==> src/rtl/elink_pkg.sv <==
package elink_pkg;

  // Lowest set index of req among the first n bits; n when none is set.
  function automatic int pick_low(input logic [31:0] req, input int n);
    int r;
    r = n;
    for (int i = 31; i >= 0; i--) begin
      if (i < n && req[i]) r = i;
    end
    return r;
  endfunction

  // First set index of req at or after start, wrapping within n bits.
  function automatic int pick_rr(input logic [31:0] req, input int start, input int n);
    int r;
    r = n;
    for (int k = 31; k >= 0; k--) begin
      if (k < n) begin
        int j;
        j = (start + k) % n;
        if (req[j]) r = j;
      end
    end
    return r;
  endfunction

endpackage

==> src/rtl/elink_filter.sv <==
module elink_filter #(
  parameter int MIN_PULSE = 2
) (
  input  logic clk,
  input  logic rst_n,
  input  logic din,
  output logic lvl,
  output logic chg
);
  localparam int CW = (MIN_PULSE < 2) ? 1 : $clog2(MIN_PULSE + 1);

  logic [CW-1:0] cnt_q, cnt_d;
  logic          lvl_q, lvl_d;

  always_comb begin
    cnt_d = cnt_q;
    lvl_d = lvl_q;
    chg   = 1'b0;
    if (din != lvl_q) begin
      if (cnt_q == CW'(MIN_PULSE - 1)) begin
        lvl_d = din;
        cnt_d = '0;
        chg   = 1'b1;
      end else begin
        cnt_d = cnt_q + 1'b1;
      end
    end else begin
      cnt_d = '0;
    end
  end

  always_ff @(posedge clk or negedge rst_n) begin
    if (!rst_n) begin
      cnt_q <= '0;
      lvl_q <= 1'b0;
    end else begin
      cnt_q <= cnt_d;
      lvl_q <= lvl_d;
    end
  end

  assign lvl = lvl_q;

  generate
    if (MIN_PULSE > 1) begin : g_chk
      // a new level is accepted only after the input held it for more than one cycle
      a_r9_stable_before_accept: assert property (@(posedge clk) disable iff (!rst_n)
        chg |-> (din == $past(din)));
    end
  endgenerate

endmodule

==> src/rtl/elink_enc.sv <==
module elink_enc
  import elink_pkg::*;
#(
  parameter int             NUM_LINES   = 5,
  parameter logic [NUM_LINES-1:0] LINE_MASK = '1,
  parameter int             REFRESH_CYC = 250000,
  parameter int             MIN_PULSE   = 2,
  localparam int            IW          = (NUM_LINES < 2) ? 1 : $clog2(NUM_LINES)
) (
  input  logic                 clk,
  input  logic                 rst_n,
  input  logic                 run,
  input  logic                 resync,
  input  logic [NUM_LINES-1:0] lvl_in,
  output logic                 cmd_vld,
  output logic [IW-1:0]        cmd_idx,
  output logic                 cmd_val
);
  localparam int TW = (REFRESH_CYC < 2) ? 1 : $clog2(REFRESH_CYC);

  logic [NUM_LINES-1:0] flt, chg;
  logic [NUM_LINES-1:0] edge_q, edge_d, ref_q, ref_d, act_q, act_d, gnt_oh;
  logic [TW-1:0]        tmr_q, tmr_d;
  logic [IW-1:0]        ptr_q, ptr_d;
  logic                 tick, use_edge;
  int                   g_edge, g_ref;

  generate
    for (genvar i = 0; i < NUM_LINES; i++) begin : g_line
      if (LINE_MASK[i]) begin : g_on
        elink_filter #(.MIN_PULSE(MIN_PULSE)) u_flt (
          .clk(clk), .rst_n(rst_n), .din(lvl_in[i]), .lvl(flt[i]), .chg(chg[i])
        );
      end else begin : g_off
        assign flt[i] = 1'b0;
        assign chg[i] = 1'b0;
      end
    end
  endgenerate

  always_comb begin
    g_edge   = pick_low(32'(edge_q), NUM_LINES);
    g_ref    = pick_rr(32'(ref_q), int'(ptr_q), NUM_LINES);
    use_edge = |edge_q;
    cmd_vld  = run && (use_edge || (|ref_q));
    cmd_idx  = use_edge ? IW'(g_edge) : IW'(g_ref);
    cmd_val  = flt[cmd_idx];
    gnt_oh   = cmd_vld ? (NUM_LINES'(1) << cmd_idx) : '0;
    tick     = run && (tmr_q == TW'(REFRESH_CYC - 1));
    tmr_d    = (!run || tick) ? '0 : tmr_q + 1'b1;
    edge_d   = (edge_q & ~gnt_oh) | chg;
    ref_d    = (ref_q & ~gnt_oh)
             | (tick ? (LINE_MASK & ~(act_q | chg)) : '0)
             | (resync ? LINE_MASK : '0);
    act_d    = tick ? '0 : (act_q | chg);
    ptr_d    = ptr_q;
    if (cmd_vld && !use_edge) begin
      ptr_d = (cmd_idx == IW'(NUM_LINES - 1)) ? '0 : cmd_idx + 1'b1;
    end
  end

  always_ff @(posedge clk or negedge rst_n) begin
    if (!rst_n) begin
      edge_q <= '0;
      ref_q  <= '0;
      act_q  <= '0;
      tmr_q  <= '0;
      ptr_q  <= '0;
    end else begin
      edge_q <= edge_d;
      ref_q  <= ref_d;
      act_q  <= act_d;
      tmr_q  <= tmr_d;
      ptr_q  <= ptr_d;
    end
  end

  // only lines owned by this direction are ever sent
  a_r8_masked_only: assert property (@(posedge clk) disable iff (!rst_n)
    cmd_vld |-> LINE_MASK[cmd_idx]);

  // with no new edges, pending edges drain by one every cycle while running
  a_r3_edge_drains: assert property (@(posedge clk) disable iff (!rst_n)
    (run && (|edge_q) && !(|chg)) |=> ($countones(edge_q) < $countones($past(edge_q))));

endmodule

==> src/rtl/elink_dec.sv <==
module elink_dec #(
  parameter int   NUM_LINES = 5,
  parameter logic INIT_LVL  = 1'b0,
  localparam int  IW        = (NUM_LINES < 2) ? 1 : $clog2(NUM_LINES)
) (
  input  logic                 clk,
  input  logic                 rst_n,
  input  logic                 cmd_vld,
  input  logic [IW-1:0]        cmd_idx,
  input  logic                 cmd_val,
  output logic [NUM_LINES-1:0] lvl_out,
  output logic [NUM_LINES-1:0] seen
);
  logic [NUM_LINES-1:0] lvl_q, lvl_d, seen_q, seen_d;

  always_comb begin
    lvl_d  = lvl_q;
    seen_d = seen_q;
    if (cmd_vld) begin
      lvl_d[cmd_idx]  = cmd_val;
      seen_d[cmd_idx] = 1'b1;
    end
  end

  always_ff @(posedge clk or negedge rst_n) begin
    if (!rst_n) begin
      lvl_q  <= {NUM_LINES{INIT_LVL}};
      seen_q <= '0;
    end else begin
      lvl_q  <= lvl_d;
      seen_q <= seen_d;
    end
  end

  assign lvl_out = lvl_q;
  assign seen    = seen_q;

  // a received command lands in the addressed latch on the next cycle
  a_r1_latch_follows: assert property (@(posedge clk) disable iff (!rst_n)
    cmd_vld |=> (lvl_q[$past(cmd_idx)] == $past(cmd_val)) && seen_q[$past(cmd_idx)]);

endmodule

==> src/rtl/elink_top.sv <==
module elink_top #(
  parameter int                   NUM_LINES   = 5,
  parameter logic [NUM_LINES-1:0] DIR_AB      = 5'b00111,
  parameter int                   REFRESH_CYC = 250000,
  parameter int                   HOLDOFF_CYC = 1500000,
  parameter int                   MIN_PULSE   = 2
) (
  input  logic                 clk,
  input  logic                 rst_n,
  input  logic                 a_en,
  input  logic [NUM_LINES-1:0] a_pin_in,
  output logic [NUM_LINES-1:0] a_pin_out,
  output logic [NUM_LINES-1:0] a_pin_oe,
  input  logic                 b_en,
  input  logic [NUM_LINES-1:0] b_pin_in,
  output logic [NUM_LINES-1:0] b_pin_out,
  output logic [NUM_LINES-1:0] b_pin_oe
);
  localparam int IW = (NUM_LINES < 2) ? 1 : $clog2(NUM_LINES);
  localparam int HW = $clog2(HOLDOFF_CYC + 1);

  logic [1:0]           rsync_q;
  logic                 rst_ni;
  logic [HW-1:0]        hcnt_q, hcnt_d;
  logic                 run, run_q1, en_a_q, en_b_q, resync;
  logic [NUM_LINES-1:0] a_smp_q, a_smp_d, b_smp_q, b_smp_d;
  logic                 ab_vld, ab_val, ba_vld, ba_val;
  logic [IW-1:0]        ab_idx, ba_idx;
  logic [NUM_LINES-1:0] ab_lvl, ab_seen, ba_lvl, ba_seen;

  always_ff @(posedge clk or negedge rst_n) begin
    if (!rst_n) rsync_q <= '0;
    else        rsync_q <= {rsync_q[0], 1'b1};
  end
  assign rst_ni = rsync_q[1];

  always_comb begin
    run     = (hcnt_q == HW'(HOLDOFF_CYC));
    hcnt_d  = run ? hcnt_q : hcnt_q + 1'b1;
    resync  = run && (!run_q1 || (a_en && !en_a_q) || (b_en && !en_b_q));
    a_smp_d = (run && a_en) ? a_pin_in : a_smp_q;
    b_smp_d = (run && b_en) ? b_pin_in : b_smp_q;
  end

  always_ff @(posedge clk or negedge rst_ni) begin
    if (!rst_ni) begin
      hcnt_q  <= '0;
      run_q1  <= 1'b0;
      en_a_q  <= 1'b0;
      en_b_q  <= 1'b0;
      a_smp_q <= '0;
      b_smp_q <= '0;
    end else begin
      hcnt_q  <= hcnt_d;
      run_q1  <= run;
      en_a_q  <= a_en;
      en_b_q  <= b_en;
      a_smp_q <= a_smp_d;
      b_smp_q <= b_smp_d;
    end
  end

  elink_enc #(.NUM_LINES(NUM_LINES), .LINE_MASK(DIR_AB), .REFRESH_CYC(REFRESH_CYC),
              .MIN_PULSE(MIN_PULSE)) u_enc_ab (
    .clk(clk), .rst_n(rst_ni), .run(run), .resync(resync), .lvl_in(a_smp_q),
    .cmd_vld(ab_vld), .cmd_idx(ab_idx), .cmd_val(ab_val));

  elink_dec #(.NUM_LINES(NUM_LINES)) u_dec_ab (
    .clk(clk), .rst_n(rst_ni), .cmd_vld(ab_vld), .cmd_idx(ab_idx), .cmd_val(ab_val),
    .lvl_out(ab_lvl), .seen(ab_seen));

  elink_enc #(.NUM_LINES(NUM_LINES), .LINE_MASK(~DIR_AB), .REFRESH_CYC(REFRESH_CYC),
              .MIN_PULSE(MIN_PULSE)) u_enc_ba (
    .clk(clk), .rst_n(rst_ni), .run(run), .resync(resync), .lvl_in(b_smp_q),
    .cmd_vld(ba_vld), .cmd_idx(ba_idx), .cmd_val(ba_val));

  elink_dec #(.NUM_LINES(NUM_LINES)) u_dec_ba (
    .clk(clk), .rst_n(rst_ni), .cmd_vld(ba_vld), .cmd_idx(ba_idx), .cmd_val(ba_val),
    .lvl_out(ba_lvl), .seen(ba_seen));

  assign b_pin_out = ab_lvl & DIR_AB;
  assign b_pin_oe  = {NUM_LINES{run && b_en}} & DIR_AB & ab_seen;
  assign a_pin_out = ba_lvl & ~DIR_AB;
  assign a_pin_oe  = {NUM_LINES{run && a_en}} & ~DIR_AB & ba_seen;

  // nothing is driven on either side during the hold-off
  a_r5_holdoff_quiet: assert property (@(posedge clk) disable iff (!rst_ni)
    !run |-> (a_pin_oe == '0) && (b_pin_oe == '0));

  // a disabled side keeps its sampled inputs frozen
  a_r6_frozen_inputs: assert property (@(posedge clk) disable iff (!rst_ni)
    !a_en |=> $stable(a_smp_q));

endmodule

==> config.mk <==
export PLATFORM = sky130hd
export DESIGN_NAME = elink_top
export DESIGN_NICKNAME = d
export VERILOG_FILES = /design/src/rtl/elink_pkg.sv /design/src/rtl/elink_filter.sv /design/src/rtl/elink_enc.sv /design/src/rtl/elink_dec.sv /design/src/rtl/elink_top.sv
export SDC_FILE = /design/constraint.sdc
export NUM_CORES = 1
export LEC_CHECK = 0
export BUFFER_PORTS_ARGS = -buffer_cell sky130_fd_sc_hd__buf_4
export CAP_MARGIN = 20
export CORE_ASPECT_RATIO = 2
export CORE_MARGIN = 8
export CORE_UTILIZATION = 52
export CTS_CLUSTER_DIAMETER = 200
export DETAILED_ROUTE_END_ITERATION = 8
export PLACE_DENSITY = 0.82
export SLEW_MARGIN = 20
export SYNTH_ARGS = -nofsm -noshare
export SYNTH_HDL_FRONTEND = slang
export SYNTH_HIERARCHICAL = 1
export SYNTH_SLANG_ARGS = --single-unit
==> constraint.sdc <==
create_clock -name clk -period 4.4 [get_ports clk]
set_input_delay 0.22 -clock clk [delete_from_list [all_inputs] [get_ports clk]]
set_output_delay 0.22 -clock clk [all_outputs]
set_load 0.05 [all_outputs]
==> results.ini <==
[outcome]
outcome = finished with violations
violations = negative setup slack

[final_layout]
final_common_cell = buf_4
stdcell_area_um2 = 12600
area_growth_pct = 27.2
nets = 1304
layout_common_cells = buf_4, dfrtp_1, nor2_1
drive_gt1_frac = 0.300
finish.utilization = 0.671
nFillCells = 1298
diodes = 0

[clock_tree]
cts_made_buffers = 17
htree_levels = 4
cts.clk_slew.worst_paths_ns = 0.06
clock_sink_count = 123
cts_tree = built
clockBufferDepth = 2
cts-root-buf = clkbuf_16
clkLatencyLatePin_ns = 0.42

[sta]
worst_pin_slew_ns = 0.866
setup_ws_ns = -0.148
setup-violations-final = 16
skew_ns = 0.00983
maxSlewViolCount = 0
hold_viol_final = 0
period_share = 1.03
fin_tns_setup_ns = -1.07
rsz0062_at_grt = true
period_needed_ns = 4.55
max_freq_mhz = 220
max-slew-margin-rel = 0.420

[floorplanning]
rows = 71
pin_count = 34
start_util = 0.528
core_um2 = 18700
die_h_um = 211
die_w_um = 114
dieArea_um2 = 24000

[grt]
grt.total_usage = 0.233
grt_pass1_vias = 9648
antenna_found_initial = 0
gr-total-overflow = 0
grt_pass1_wl_um = 44800
grt_max_degree = 83

[setup_path]
startpoint_type = flip-flop
r2r_cells = 19
critPathMaxFanout = 9
crit_arrival_ns = 4.85
required_ns = 4.70
crit_type = flip-flop to flip-flop
critPathCaptureType = flip-flop

[detailed_routing]
viasPerCell = 6.26
wirelength_um = 29500
dr.pass1.iters = 5
vias = 9403
wl_per_cell_um = 19.7
drtIter0Drc = 556
drc = 0
final_antenna_net_count = 0

[yosys]
syn-cell-area_um2 = 9890
synthCells = 1089
synth_warnings = 6
avgSynthCellArea_um2 = 9.08

[worst_hold_path]
hold_path_depth = 2
holdCritPathClass = input pin to flip-flop

[placement]
place_area_um2 = 11200
port_buffers = 18
globalplace.congestion = 0.987
pre_cts_slack_ns = -0.125
place_hpwl_um = 19900

[run]
maxCapViolCount = 0

[pwr]
leakage_nw = 5.58
ir_worst_vdd_mv = 0.355
power_density_nw_per_um2 = 207

==> worst paths after layout <==
path | start | endpoint | slack, ns
worst max-delay path | u_enc_ba/ptr_q[0] | u_dec_ba/lvl_out[3] | -0.15
worst min-delay path | a_pin_in[2] | a_smp_q[2] | 0.03
worst max register to register | u_enc_ba/ptr_q[0] | u_dec_ba/lvl_out[3] | -0.15
worst min register to register | rsync_q[1] | u_enc_ab/tmr_q[13] | 0.23
max in group asynchronous | rsync_q[1] | u_enc_ba/ptr_q[0] | 3.01
min in group asynchronous | rst_n | rsync_q[1] | 0.12
==> flip-flops by register name (all words and copies together), names as in the netlist, 4 cells and up <==
name and count:
hcnt_q 21, u_enc_ab/tmr_q 18, u_enc_ba/tmr_q 18, u_enc_ab/g_line.g_on.u_flt/cnt_q 6, u_enc_ab/edge_q 5, u_enc_ab/ref_q 5
u_enc_ba/edge_q 5, u_enc_ba/ref_q 5, u_enc_ba/g_line.g_on.u_flt/cnt_q 4
==> power by group <==
group	leakage, nW	internal (mW)	switching, mW
clock network	0.283	0.891	0.528
registers	1.65	1.13	0.00497
logic	3.65	0.00968	0.0384
==> routing by layer <==
layer	vias to the layer above	GRT usage	part of all wire
met5	-	0	0
met4	0	0.181	0.081
met3	194	0.0335	0.041
met2	425	0.460	0.55
met1	4552	0.198	0.32
li1	4232	-	-
==> repair_timing <==
item | in CTS | in global routing
hold endpoints to repair | 4 | 0
resized for setup | 17 | 69
setup endpoints to repair | 12 | 35
gates cloned | 1 | 0
hold buffers | 3 | 0
setup buffers | 15 | 27
pin swaps | 13 | 48
==> final cells by class <==
type / count / area [um2] / share of cell area
clock buffer: 18 / 429 / 0.0341
clock inverter: 14 / 170 / 0.0135
inverter: 59 / 262 / 0.0208
multi-input combinational: 863 / 6980 / 0.555
sequential: 123 / 3090 / 0.245
tap: 255 / 319 / 0.0254
timing repair buffer: 169 / 1330 / 0.106
==> metrics by stage <==
stage | std cells | power [mW] | hold WS (ns)
final | 1501 | 2.61 | 0.0306
after CTS | 1474 | 2.61 | 0.0194
after global routing | 1501 | 2.67 | 0.0198
after detailed placement | 1423 | 1.20 | 0.00435
after global placement | 1423 | 1.20 | 0.00333
after floorplan | 1098 | 1.20 | -0.0756
==> critical path: stages (launching register included) <==
cell     delay [ns]
dfrtp_2        0.46
buf_4          0.16
buf_4          0.16
ha_1           0.24
nor2_4         0.11
a21oi_2        0.06
xnor2_1        0.23
inv_1          0.11
ha_2           0.19
nor2b_4        0.12
o32a_1         0.32
mux2_4         0.35
nor3_4         0.20
or3b_4         0.43
o211a_1        0.14
a21o_1         0.17
a211o_4        0.36
buf_4          0.16
mux2i_2        0.17
mux2_4         0.29
No activity file was read; power rests on OpenSTA's default activity.
